## src/rtl/etsc_pkg.sv

```systemverilog
package etsc_pkg;

   localparam int unsigned WIN_BITS = 12;

   localparam logic [11:0] OFS_CFG   = 12'h000;
   localparam logic [11:0] OFS_STAT  = 12'h004;
   localparam logic [11:0] OFS_TLO   = 12'h008;
   localparam logic [11:0] OFS_THI   = 12'h00C;
   localparam logic [11:0] OFS_ETYPE = 12'h010;
   localparam logic [11:0] OFS_GLO   = 12'h020;
   localparam logic [11:0] OFS_GHI   = 12'h024;
   localparam logic [11:0] OFS_FCLR  = 12'h030;

   localparam int unsigned CB_RISE = 0;
   localparam int unsigned CB_SRC  = 4;
   localparam int unsigned SRC_W   = 6;
   localparam int unsigned CB_GEN  = 16;
   localparam int unsigned CB_TEN  = 17;
   localparam int unsigned CB_IEN  = 31;

   localparam logic [31:0] CFG_MASK   = 32'h8003_03F1;
   localparam logic [31:0] ETYPE_MASK = 32'h0003_03F1;
   localparam logic [31:0] FCLR_KEY   = 32'h0000_0007;
   localparam logic [31:0] GLO_KEEP   = 32'hFFFF_FF00;

   typedef struct packed {
      logic [63:0] tval;
      logic [63:0] gval;
      logic [31:0] etype;
   } cap_rec_t;

endpackage

```

## src/rtl/etsc_sync.sv

```systemverilog
module etsc_sync #(
   parameter int unsigned N_IN   = 64,
   parameter int unsigned STAGES = 2
) (
   input  logic            clk,
   input  logic            rst_n,
   input  logic [N_IN-1:0] ev_in,
   output logic [N_IN-1:0] lvl,
   output logic [N_IN-1:0] lvl_d
);

   logic [N_IN-1:0] stg [STAGES+1];

   always_ff @(posedge clk or negedge rst_n) begin
      if (!rst_n) stg[0] <= '0;
      else        stg[0] <= ev_in;
   end

   for (genvar i = 1; i <= STAGES; i++) begin : g_stage
      always_ff @(posedge clk or negedge rst_n) begin
         if (!rst_n) stg[i] <= '0;
         else        stg[i] <= stg[i-1];
      end
   end

   assign lvl   = stg[STAGES-1];
   assign lvl_d = stg[STAGES];

endmodule

```

## src/rtl/etsc_fifo.sv

```systemverilog
module etsc_fifo
   import etsc_pkg::*;
#(
   parameter int unsigned DEPTH = 4,
   localparam int unsigned PTR_W = $clog2(DEPTH),
   localparam int unsigned CNT_W = $clog2(DEPTH + 1)
) (
   input  logic             clk,
   input  logic             rst_n,
   input  logic             clr,
   input  logic             push,
   input  logic             pop,
   input  cap_rec_t         din,
   output cap_rec_t         head,
   output logic [CNT_W-1:0] count
);

   cap_rec_t         mem [DEPTH];
   logic [PTR_W-1:0] rd_ptr, wr_ptr;
   logic             pop_ok, push_ok;

   function automatic logic [PTR_W-1:0] ptr_next(input logic [PTR_W-1:0] p);
      return (p == PTR_W'(DEPTH - 1)) ? '0 : p + 1'b1;
   endfunction

   assign pop_ok  = pop && (count != '0);
   assign push_ok = push && ((count != CNT_W'(DEPTH)) || pop_ok);

   always_ff @(posedge clk or negedge rst_n) begin
      if (!rst_n) begin
         rd_ptr <= '0;
         wr_ptr <= '0;
         count  <= '0;
      end else if (clr) begin
         rd_ptr <= '0;
         wr_ptr <= '0;
         count  <= '0;
      end else begin
         if (push_ok) wr_ptr <= ptr_next(wr_ptr);
         if (pop_ok)  rd_ptr <= ptr_next(rd_ptr);
         count <= count + CNT_W'(push_ok) - CNT_W'(pop_ok);
      end
   end

   always_ff @(posedge clk) begin
      if (push_ok && !clr) mem[wr_ptr] <= din;
   end

   assign head = mem[rd_ptr];

   AST_CNT_BOUND: assert property (@(posedge clk) disable iff (!rst_n)
      count <= CNT_W'(DEPTH));
   AST_POP_DEC: assert property (@(posedge clk) disable iff (!rst_n)
      (pop && !push && !clr && count != '0) |=> (count == $past(count) - 1'b1));
   AST_HEAD_STABLE: assert property (@(posedge clk) disable iff (!rst_n)
      (!pop && !clr && count != '0) |=> $stable(head));

endmodule

```

## src/rtl/etsc_slice.sv

```systemverilog
module etsc_slice
   import etsc_pkg::*;
#(
   parameter int unsigned N_IN   = 64,
   parameter int unsigned DEPTH  = 4,
   parameter int unsigned TIME_W = 64,
   parameter int unsigned GCTR_W = 64,
   localparam int unsigned SEL_W = $clog2(N_IN),
   localparam int unsigned CNT_W = $clog2(DEPTH + 1)
) (
   input  logic              clk,
   input  logic              rst_n,
   input  logic              wr,
   input  logic [11:0]       ofs,
   input  logic [31:0]       wdata,
   output logic [31:0]       rdata,
   input  logic [N_IN-1:0]   lvl,
   input  logic [N_IN-1:0]   lvl_d,
   input  logic [TIME_W-1:0] time_count,
   input  logic [GCTR_W-1:0] global_count,
   output logic              irq
);

   logic [31:0]      cfg_q;
   logic [SRC_W-1:0] src;
   logic             cur, prv, hit, push, pop, clr;
   cap_rec_t         rec, head, head_vis;
   logic [CNT_W-1:0] count;

   assign src = cfg_q[CB_SRC +: SRC_W];

   always_comb begin
      cur = 1'b0;
      prv = 1'b0;
      if (32'(src) < N_IN) begin
         cur = lvl[src[SEL_W-1:0]];
         prv = lvl_d[src[SEL_W-1:0]];
      end
   end

   assign hit  = cfg_q[CB_RISE] ? (cur & ~prv) : (~cur & prv);
   assign push = hit && (cfg_q[CB_GEN] || cfg_q[CB_TEN]);
   assign clr  = wr && (ofs == OFS_FCLR) && (wdata == FCLR_KEY);
   assign pop  = wr && (ofs == OFS_STAT);

   always_comb begin
      rec.tval  = cfg_q[CB_TEN] ? 64'(time_count) : '0;
      rec.gval  = cfg_q[CB_GEN] ? (64'(global_count) & {32'hFFFF_FFFF, GLO_KEEP}) : '0;
      rec.etype = cfg_q & ETYPE_MASK;
   end

   always_ff @(posedge clk or negedge rst_n) begin
      if (!rst_n)                      cfg_q <= '0;
      else if (wr && ofs == OFS_CFG)   cfg_q <= wdata & CFG_MASK;
   end

   etsc_fifo #(.DEPTH(DEPTH)) i_fifo (
      .clk   (clk),
      .rst_n (rst_n),
      .clr   (clr),
      .push  (push),
      .pop   (pop),
      .din   (rec),
      .head  (head),
      .count (count)
   );

   assign head_vis = (count != '0) ? head : '0;

   always_comb begin
      case (ofs)
         OFS_CFG:   rdata = cfg_q;
         OFS_STAT:  rdata = 32'(count);
         OFS_TLO:   rdata = head_vis.tval[31:0];
         OFS_THI:   rdata = head_vis.tval[63:32];
         OFS_ETYPE: rdata = head_vis.etype;
         OFS_GLO:   rdata = head_vis.gval[31:0];
         OFS_GHI:   rdata = head_vis.gval[63:32];
         default:   rdata = '0;
      endcase
   end

   assign irq = cfg_q[CB_IEN] && (count != '0);

   AST_CLR_EMPTY: assert property (@(posedge clk) disable iff (!rst_n)
      clr |=> (count == '0));
   AST_NO_EN_HOLD: assert property (@(posedge clk) disable iff (!rst_n)
      (!cfg_q[CB_GEN] && !cfg_q[CB_TEN] && !pop && !clr) |=> $stable(count));

endmodule

```

## src/rtl/etsc_top.sv

```systemverilog
module etsc_top
   import etsc_pkg::*;
#(
   parameter int unsigned NUM_SLICES  = 4,
   parameter int unsigned NUM_EVENTS  = 64,
   parameter int unsigned FIFO_DEPTH  = 4,
   parameter int unsigned SYNC_STAGES = 2,
   parameter int unsigned TIME_W      = 64,
   parameter int unsigned GCTR_W      = 64,
   parameter int unsigned ADDR_W      = 16,
   localparam int unsigned IDX_W      = ADDR_W - WIN_BITS
) (
   input  logic                  clk,
   input  logic                  rst_n,
   input  logic [NUM_EVENTS-1:0] event_in,
   input  logic [TIME_W-1:0]     time_count,
   input  logic [GCTR_W-1:0]     global_count,
   input  logic                  reg_wr,
   input  logic [ADDR_W-1:0]     reg_addr,
   input  logic [31:0]           reg_wdata,
   output logic [31:0]           reg_rdata,
   output logic                  irq
);

   if (NUM_SLICES < 1 || NUM_SLICES > 16) begin : g_bad_slices
      $fatal(1, "NUM_SLICES must be 1..16");
   end
   if (ADDR_W <= WIN_BITS || NUM_SLICES > (1 << IDX_W)) begin : g_bad_addr
      $fatal(1, "ADDR_W too small for NUM_SLICES windows");
   end
   if (NUM_EVENTS < 2 || NUM_EVENTS > 64) begin : g_bad_events
      $fatal(1, "NUM_EVENTS must be 2..64");
   end
   if (FIFO_DEPTH < 2 || FIFO_DEPTH > 63) begin : g_bad_depth
      $fatal(1, "FIFO_DEPTH must be 2..63");
   end
   if (SYNC_STAGES < 2) begin : g_bad_sync
      $fatal(1, "SYNC_STAGES must be at least 2");
   end
   if (TIME_W < 1 || TIME_W > 64 || GCTR_W < 1 || GCTR_W > 64) begin : g_bad_cnt
      $fatal(1, "counter widths must be 1..64");
   end

   logic [NUM_EVENTS-1:0] lvl, lvl_d;
   logic [IDX_W-1:0]      idx;
   logic [11:0]           ofs;
   logic [31:0]           sl_rdata [NUM_SLICES];
   logic [NUM_SLICES-1:0] sl_irq;

   assign idx = reg_addr[ADDR_W-1:WIN_BITS];
   assign ofs = reg_addr[WIN_BITS-1:0];

   etsc_sync #(.N_IN(NUM_EVENTS), .STAGES(SYNC_STAGES)) i_sync (
      .clk   (clk),
      .rst_n (rst_n),
      .ev_in (event_in),
      .lvl   (lvl),
      .lvl_d (lvl_d)
   );

   for (genvar s = 0; s < NUM_SLICES; s++) begin : g_slice
      etsc_slice #(
         .N_IN   (NUM_EVENTS),
         .DEPTH  (FIFO_DEPTH),
         .TIME_W (TIME_W),
         .GCTR_W (GCTR_W)
      ) i_slice (
         .clk          (clk),
         .rst_n        (rst_n),
         .wr           (reg_wr && (idx == IDX_W'(s))),
         .ofs          (ofs),
         .wdata        (reg_wdata),
         .rdata        (sl_rdata[s]),
         .lvl          (lvl),
         .lvl_d        (lvl_d),
         .time_count   (time_count),
         .global_count (global_count),
         .irq          (sl_irq[s])
      );
   end

   always_comb begin
      reg_rdata = '0;
      for (int s = 0; s < NUM_SLICES; s++) begin
         if (idx == IDX_W'(s)) reg_rdata = sl_rdata[s];
      end
   end

   assign irq = |sl_irq;

endmodule

```

## config.mk

```make
export PLATFORM = sky130hd
export DESIGN_NAME = etsc_top
export DESIGN_NICKNAME = d
export VERILOG_FILES = /design/src/rtl/etsc_pkg.sv /design/src/rtl/etsc_sync.sv /design/src/rtl/etsc_fifo.sv /design/src/rtl/etsc_slice.sv /design/src/rtl/etsc_top.sv
export SDC_FILE = /design/constraint.sdc
export NUM_CORES = 2
export LEC_CHECK = 0
export CORE_MARGIN = 5
export CORE_UTILIZATION = 55
export DETAILED_ROUTE_END_ITERATION = 7
export PLACE_DENSITY = 0.72
export SYNTH_ARGS = -nofsm -noshare
export SYNTH_HDL_FRONTEND = slang
export SYNTH_HIERARCHICAL = 1
export SYNTH_SLANG_ARGS = --single-unit
```

## constraint.sdc

```tcl
create_clock -name clk -period 14.65 [get_ports clk]
set_input_delay 1.465 -clock clk [delete_from_list [all_inputs] [get_ports clk]]
set_output_delay 1.465 -clock clk [all_outputs]
set_load 0.03 [all_outputs]
```

### After elaboration in Yosys (flattened, before gate mapping)

Memory sizes are Yosys's and may differ from the RTL's.
Index checks and enable logic that the tools add are counted.
Widths: inputs -> output; s select.

* memories: 4
* word-level logic and storage cells: 225
* bits in writable memories: 2192
* register bits after elaboration: 260

* eq/ne operators: 23
* magnitude comparators: 4
* mux-type cells: 76
* add/subtract/negate cells: 16
* bitwise logic cells: 16
* reduce and logical (&&, ||, !) cells: 67

Memories
* g_slice[0].i_slice.i_fifo.mem: depth 4, bits a word 137, rd ports 1, clocked after Yosys merged registers in 0, write ports 1, RTL line etsc_fifo.sv:18 `cap_rec_t mem [DEPTH];`
* g_slice[1].i_slice.i_fifo.mem: depth 4, bits a word 137, rd ports 1, clocked after Yosys merged registers in 0, write ports 1, RTL line etsc_fifo.sv:18
* g_slice[2].i_slice.i_fifo.mem: depth 4, bits a word 137, rd ports 1, clocked after Yosys merged registers in 0, write ports 1, RTL line etsc_fifo.sv:18
* g_slice[3].i_slice.i_fifo.mem: depth 4, bits a word 137, rd ports 1, clocked after Yosys merged registers in 0, write ports 1, RTL line etsc_fifo.sv:18

Operator list (number)
* $pmux 32 s7: 4
* $mux 160: 4
* $mux 64: 8
* $mux 32: 4
* $bmux 1 s6: 8
* $mux 2: 24
* $logic_and 1x1->1: 40
* $eq 12x6->1 const B: 3
* $eq 32x3->1 const B: 1
* $lt 6x7->1 const B: 4
* $eq 12x4->1 const B: 2
* $mux 1: 20
* $add 2x1->2 const B: 8
* $eq 2x2->1 const B: 8
* $reduce_bool 2->1: 8
* $add 3x1->3: 4
* $eq 12x3->1 const B: 1
* $eq 12x5->1 const B: 1
* $logic_not 12->1: 1
* $mux 3: 4
* $ne 3x3->1 const B: 4
* $reduce_bool 3->1: 4
* $sub 3x1->3: 4
* $and 1x1->1: 8
* 7 further kinds: 25

### Depth between registers and ports, before layout

* word-level depth: 10
* depth in mapped cells: 16
* depth with buffers taken out: 13

### Hierarchy

Netlist, hierarchy kept.

Modules (own cells, without submodules)
* etsc_fifo (g_slice[0].i_slice.i_fifo ...): times used 3, area each 23512.6 um2, cells an instance 880
* etsc_fifo (g_slice[1].i_slice.i_fifo): times used 1, area each 23475.0 um2, cells an instance 881
* etsc_slice: times used 4, area each 3644.7 um2, cells an instance 460
* etsc_sync: times used 1, area each 5765.5 um2, cells an instance 320
* etsc_top: times used 1, area each 1088.5 um2, cells an instance 120

### Worst setup path after synthesis

Ideal clock, no wire load.

* path kind: input port to flip-flop
* start: in reg_addr[13]
* end: mem g_slice[2].i_slice/i_fifo/mem[0][0] (netlist name) (enable)
* setup time: 539 ps
* path slack: 7487 ps
* arrival: 6624 ps
* data required time: 14111 ps
* stages: 10
* cells stage by stage: buf_2 -> buf_4 -> buf_2 -> and4b_2 -> and4_1 -> nand4_1 -> nor4_1 -> clkbuf_1 -> nor3b_1 -> and2_1

* elaborated cells between the ends (all ways): 12
* those cells by class: eq/ne (1); mux (2); reduce/logical (9)

RTL lines
* from (decl): RTL line etsc_top.sv:19 `input logic [ADDR_W-1:0] reg_addr,`
* $eq 4x2->1: RTL line etsc_top.sv:70 `.wr (reg_wr && (idx == IDX_W'(s))),`
* $logic_and 1x1->1: RTL line etsc_top.sv:70
* $logic_and 1x1->1 (2 in series): RTL line etsc_slice.sv:43 `assign clr = wr && (ofs == OFS_FCLR) && (wdata == FCLR_KEY);`
* named net g_slice[2].i_slice.clr: RTL line etsc_slice.sv:26 `logic cur, prv, hit, push, pop, clr;`
* $logic_not 1->1: RTL line etsc_fifo.sv:46 `if (push_ok && !clr) mem[wr_ptr] <= din;`
* $logic_and 1x1->1: RTL line etsc_fifo.sv:46
* $mux 1: RTL line etsc_fifo.sv:46
* $mux 1 (not written as such): RTL line etsc_fifo.sv:46
* to (decl): RTL line etsc_fifo.sv:18

The timed path passes the listed nets, and every way through them passes these cells.

==> run summary <==
Number of I/O port buffers: 267
Area growth, synth to finish: 14.07%
Mapped Cells: 5801
EDFF count, synth: 2560
Internal reg-to-reg setup slack: 8.20 ns
Setup crit start kind: input port
Clk sinks: 2820
GRT Total Usage: 0.2924
Total core area: 209200 sq um
Setup_tns: 0 ns
First-pass GRT wire length: 450100 um
Final hold vios: 0
GPL Wtd Cong: 0.8909
I/O Pins: 276
Worst Path Buf+Inv: 3
Net count, final: 6788
Peak supply drop: 0.0001373 V
DRC violations left: 0
Pwr dens: 124.7 nW/um^2
Max-cap violations: 0
H-tree Lvls: 5
Worst min-delay path category: reg2reg
Post-synthesis async set-or-reset flop share: 0.09220
Postcts setup bufs: 0
Clk_lat worst skew: 0.94 ns
Arr. time, crit path: 7.00 ns
Hold path endpoint: i_sync/lvl[55]$_DFF_PN0_
Worst Path Class, Setup: in2out
Max_slew headroom: 0.06714
Die ar.: 219200 sq um
Status: finished, final reports clean
First DRT Iteration DRCs: 8094
First drt pass iteration count: 6
Worst Hold Path Cells: 0
Crit path cell chain: clkdlybuf4s50_1, nor4_1, and2_1, nand3_1, nor2_4, buf_4, a221oi_1, o21ai_0, mux2i_1, o22ai_2, clkdlybuf4s50_1
Clock transition at path regs: 0.06 ns
Required time at the worst-slack endpoint: 13.19 ns
RSZ-0062 raised after global routing: no
Warnings from Yosys: 6
Synth Flop Type: edfxtp_1
DRT Wirelength: 319000 um
Most frequent CP cell: clkdlybuf4s50_1
CTS tree: yes
Number of global-route vias before repair: 61.75k
Crit-path max cell delay: 1.14 ns
# hold bufs at CTS: 0
Initial antenna violation count: 50
Vias per cell: 6.383
Routed vias: 61.13k
Hold wc startpoint: i_sync/stg[183]$_DFF_PN0_
Avg WL per Cell: 33.31 um
Site Rows: 168
Worst clock skew: 0.05116 ns
Leak: 47.89 nW
Root buf cell: clkbuf_16
CP endpoint kind: primary output
Synth Register Bits: 2820
Die W: 468.2 um
CP top delay family: simple AND/OR/NAND/NOR gates
Clk buf depth: 4
R2R cell count: 11
Detailed Place HPWL: 194100 um
Post-Route Utilization: 0.6296
Endpoints failing setup: 0
Share of cells above drive strength 1: 0.2111
Syn_area_per_cell: 19.90 sq um
Achievable frequency: 0.1182 GHz
Final ANT Viol Nets: 0
Slew Limit Fails: 0
Crit path max fanout: 24
Largest net degree at the start of global routing: 120
Least-Margin Pin Slew: 1.360 ns
Worst flop-to-flop path startpoint: g_slice[3].i_slice/cfg_q[4]$_DFFE_PN0P_
Total CTS buffers: 302
Synth unique cells: 59
Starting Density: 0.5520
Chip height: 468.2 um
Sequential-to-total area share from yosys stat: 0.7222
Final critical path time including I/O delays and setup: 8.462 ns
Max stage delay cell, worst path: nor4_1
Total grt overflow: 0
Netlist area before placement: 115400 sq um
Part of the cycle the worst path needs: 0.5776
Reg2reg end: g_slice[3].i_slice/i_fifo/mem[2][53]$_DFFE_PP_
# resized after CTS: 0
sequential cells by signal, indices dropped and copies added, names as in the netlist:
name / count
g_slice.i_slice/i_fifo/mem: 2560
g_slice.i_slice/cfg_q: 40
g_slice.i_slice/i_fifo/wr_ptr: 8
g_slice.i_slice/i_fifo/count: 12
i_sync/lvl: 64
i_sync/lvl_d: 64
i_sync/stg: 64
g_slice.i_slice/i_fifo/rd_ptr: 8
synth_stat cells, drive strengths merged (6+ instances only):
cell type,count,area (sq um)
nand4,8,50.05
edfxtp,2560,76870
o22ai,48,394.1
mux4,760,17270
mux2,59,664.4
a21o,9,67.56
clkbuf,179,671.9
mux2i,207,2072
nor2,124,465.5
inv,24,90.09
nor4,36,225.2
dfrtp,260,6506
nor3,8,40.04
a21oi,106,530.5
ha,24,300.3
nor3b,7,52.55
a221oi,128,1121
and2,508,3181
o2bb2ai,48,420.4
nand2b,14,87.58
nand3,19,95.09
nor4b,7,61.31
o21ai,65,325.3
buf,297,2133
and4b,6,62.56
nand2,148,555.5
nor2b,19,118.9
a22oi,52,410.4
worst reg2reg max path: cells and delay by family, from the launching register on:
kind / cells / cell delay, ns
AOI/OAI and AO/OA: 4 / 0.97
muxes: 1 / 0.73
buffers and inverters: 3 / 2.03
and+or+nand+nor: 3 / 1.76
DFF: 1 / 0.42
area by class of cell:
cell class                      instances  area, sq um
Inverter                               24        90.09
Fill cell                           14190        77460
Antenna cell                           35        87.58
Multi-Input combinational cell       2973        31160
Timing Repair Buffer                  396         3776
Tap cell                             2805         3510
Sequential cell                      2820        83430
Clock buffer                          374         8217
Clock inverter                        150         1425
per-layer routing:
| layer | GRT usage | vias to the layer above | share of wire |
|---|---|---|---|
| li1 | - | 24650 | - |
| met1 | 0.3799 | 32140 | 0.35 |
| met2 | 0.4682 | 3580 | 0.49 |
| met3 | 0.05244 | 750 | 0.095 |
| met4 | 0.1738 | 8 | 0.071 |
| met5 | 0 | - | 0.00024 |
stage by stage:
step                power, mW  instance area (sq um)  worst slack (ns)  hold slack, ns  std cells
CTS                     16.51                 131600             6.381          0.3449       9542
global route            16.88                 131700             6.366          0.3500       9564
detailed placement      9.127                 122000             6.392          0.3347       9018
floorplan               8.985                 117300             7.487          0.3312       6293
finish                  16.42                 131700             6.188          0.3427       9577
global placement        9.123                 121900             6.453          0.3336       9017
report_power, final:
group	switching, mW	internal, mW	total, mW
combinational	0.141	0.100	0.241
clock	3.01	4.44	7.45
sequential	0.0242	8.70	8.73
cells in the final DEF, fill, tap and decap left out, drive strengths merged, types with 52 or more instances in the layout:
cell type         n
a21oi           106
a221oi          128
a22oi            52
and2            508
buf             131
clkbuf          375
clkdlybuf4s50   264
clkinv          105
conb            496
dfrtp           260
edfxtp         2560
mux2             59
mux2i           207
mux4            760
nand2           148
nor2            124
o21ai            65
kinds of logic (layout without fill, tap and decap cells):
group	after synthesis	count (layout)	share of synthesized area
adders and majority gates	28	28	0.003295
DFF	2820	2820	0.7222
xor gates and xnor gates	8	8	0.0006069
and+or+nand+nor	935	935	0.04550
buffers and inverters	500	944	0.02508
muxes	1026	1026	0.1733
AOI/OAI and AO/OA	480	480	0.02988
other	4	531	0.0001300
worst max-delay path by stage:
stage                                                         end  cells past startpoint    startpoint  slack [ns]
floorplan           g_slice[2].i_slice/i_fifo/mem[0][0]$_DFFE_PP_                     10  reg_addr[13]        7.49
global placement                                     reg_rdata[4]                     11   reg_addr[7]        6.45
detailed placement                                  reg_rdata[17]                     10   reg_addr[7]        6.39
CTS                                                 reg_rdata[17]                     10   reg_addr[7]        6.38
global route                                        reg_rdata[17]                     10   reg_addr[7]        6.37
finish                                               reg_rdata[4]                     11   reg_addr[7]        6.19
(Power assumes the default switching activity.)
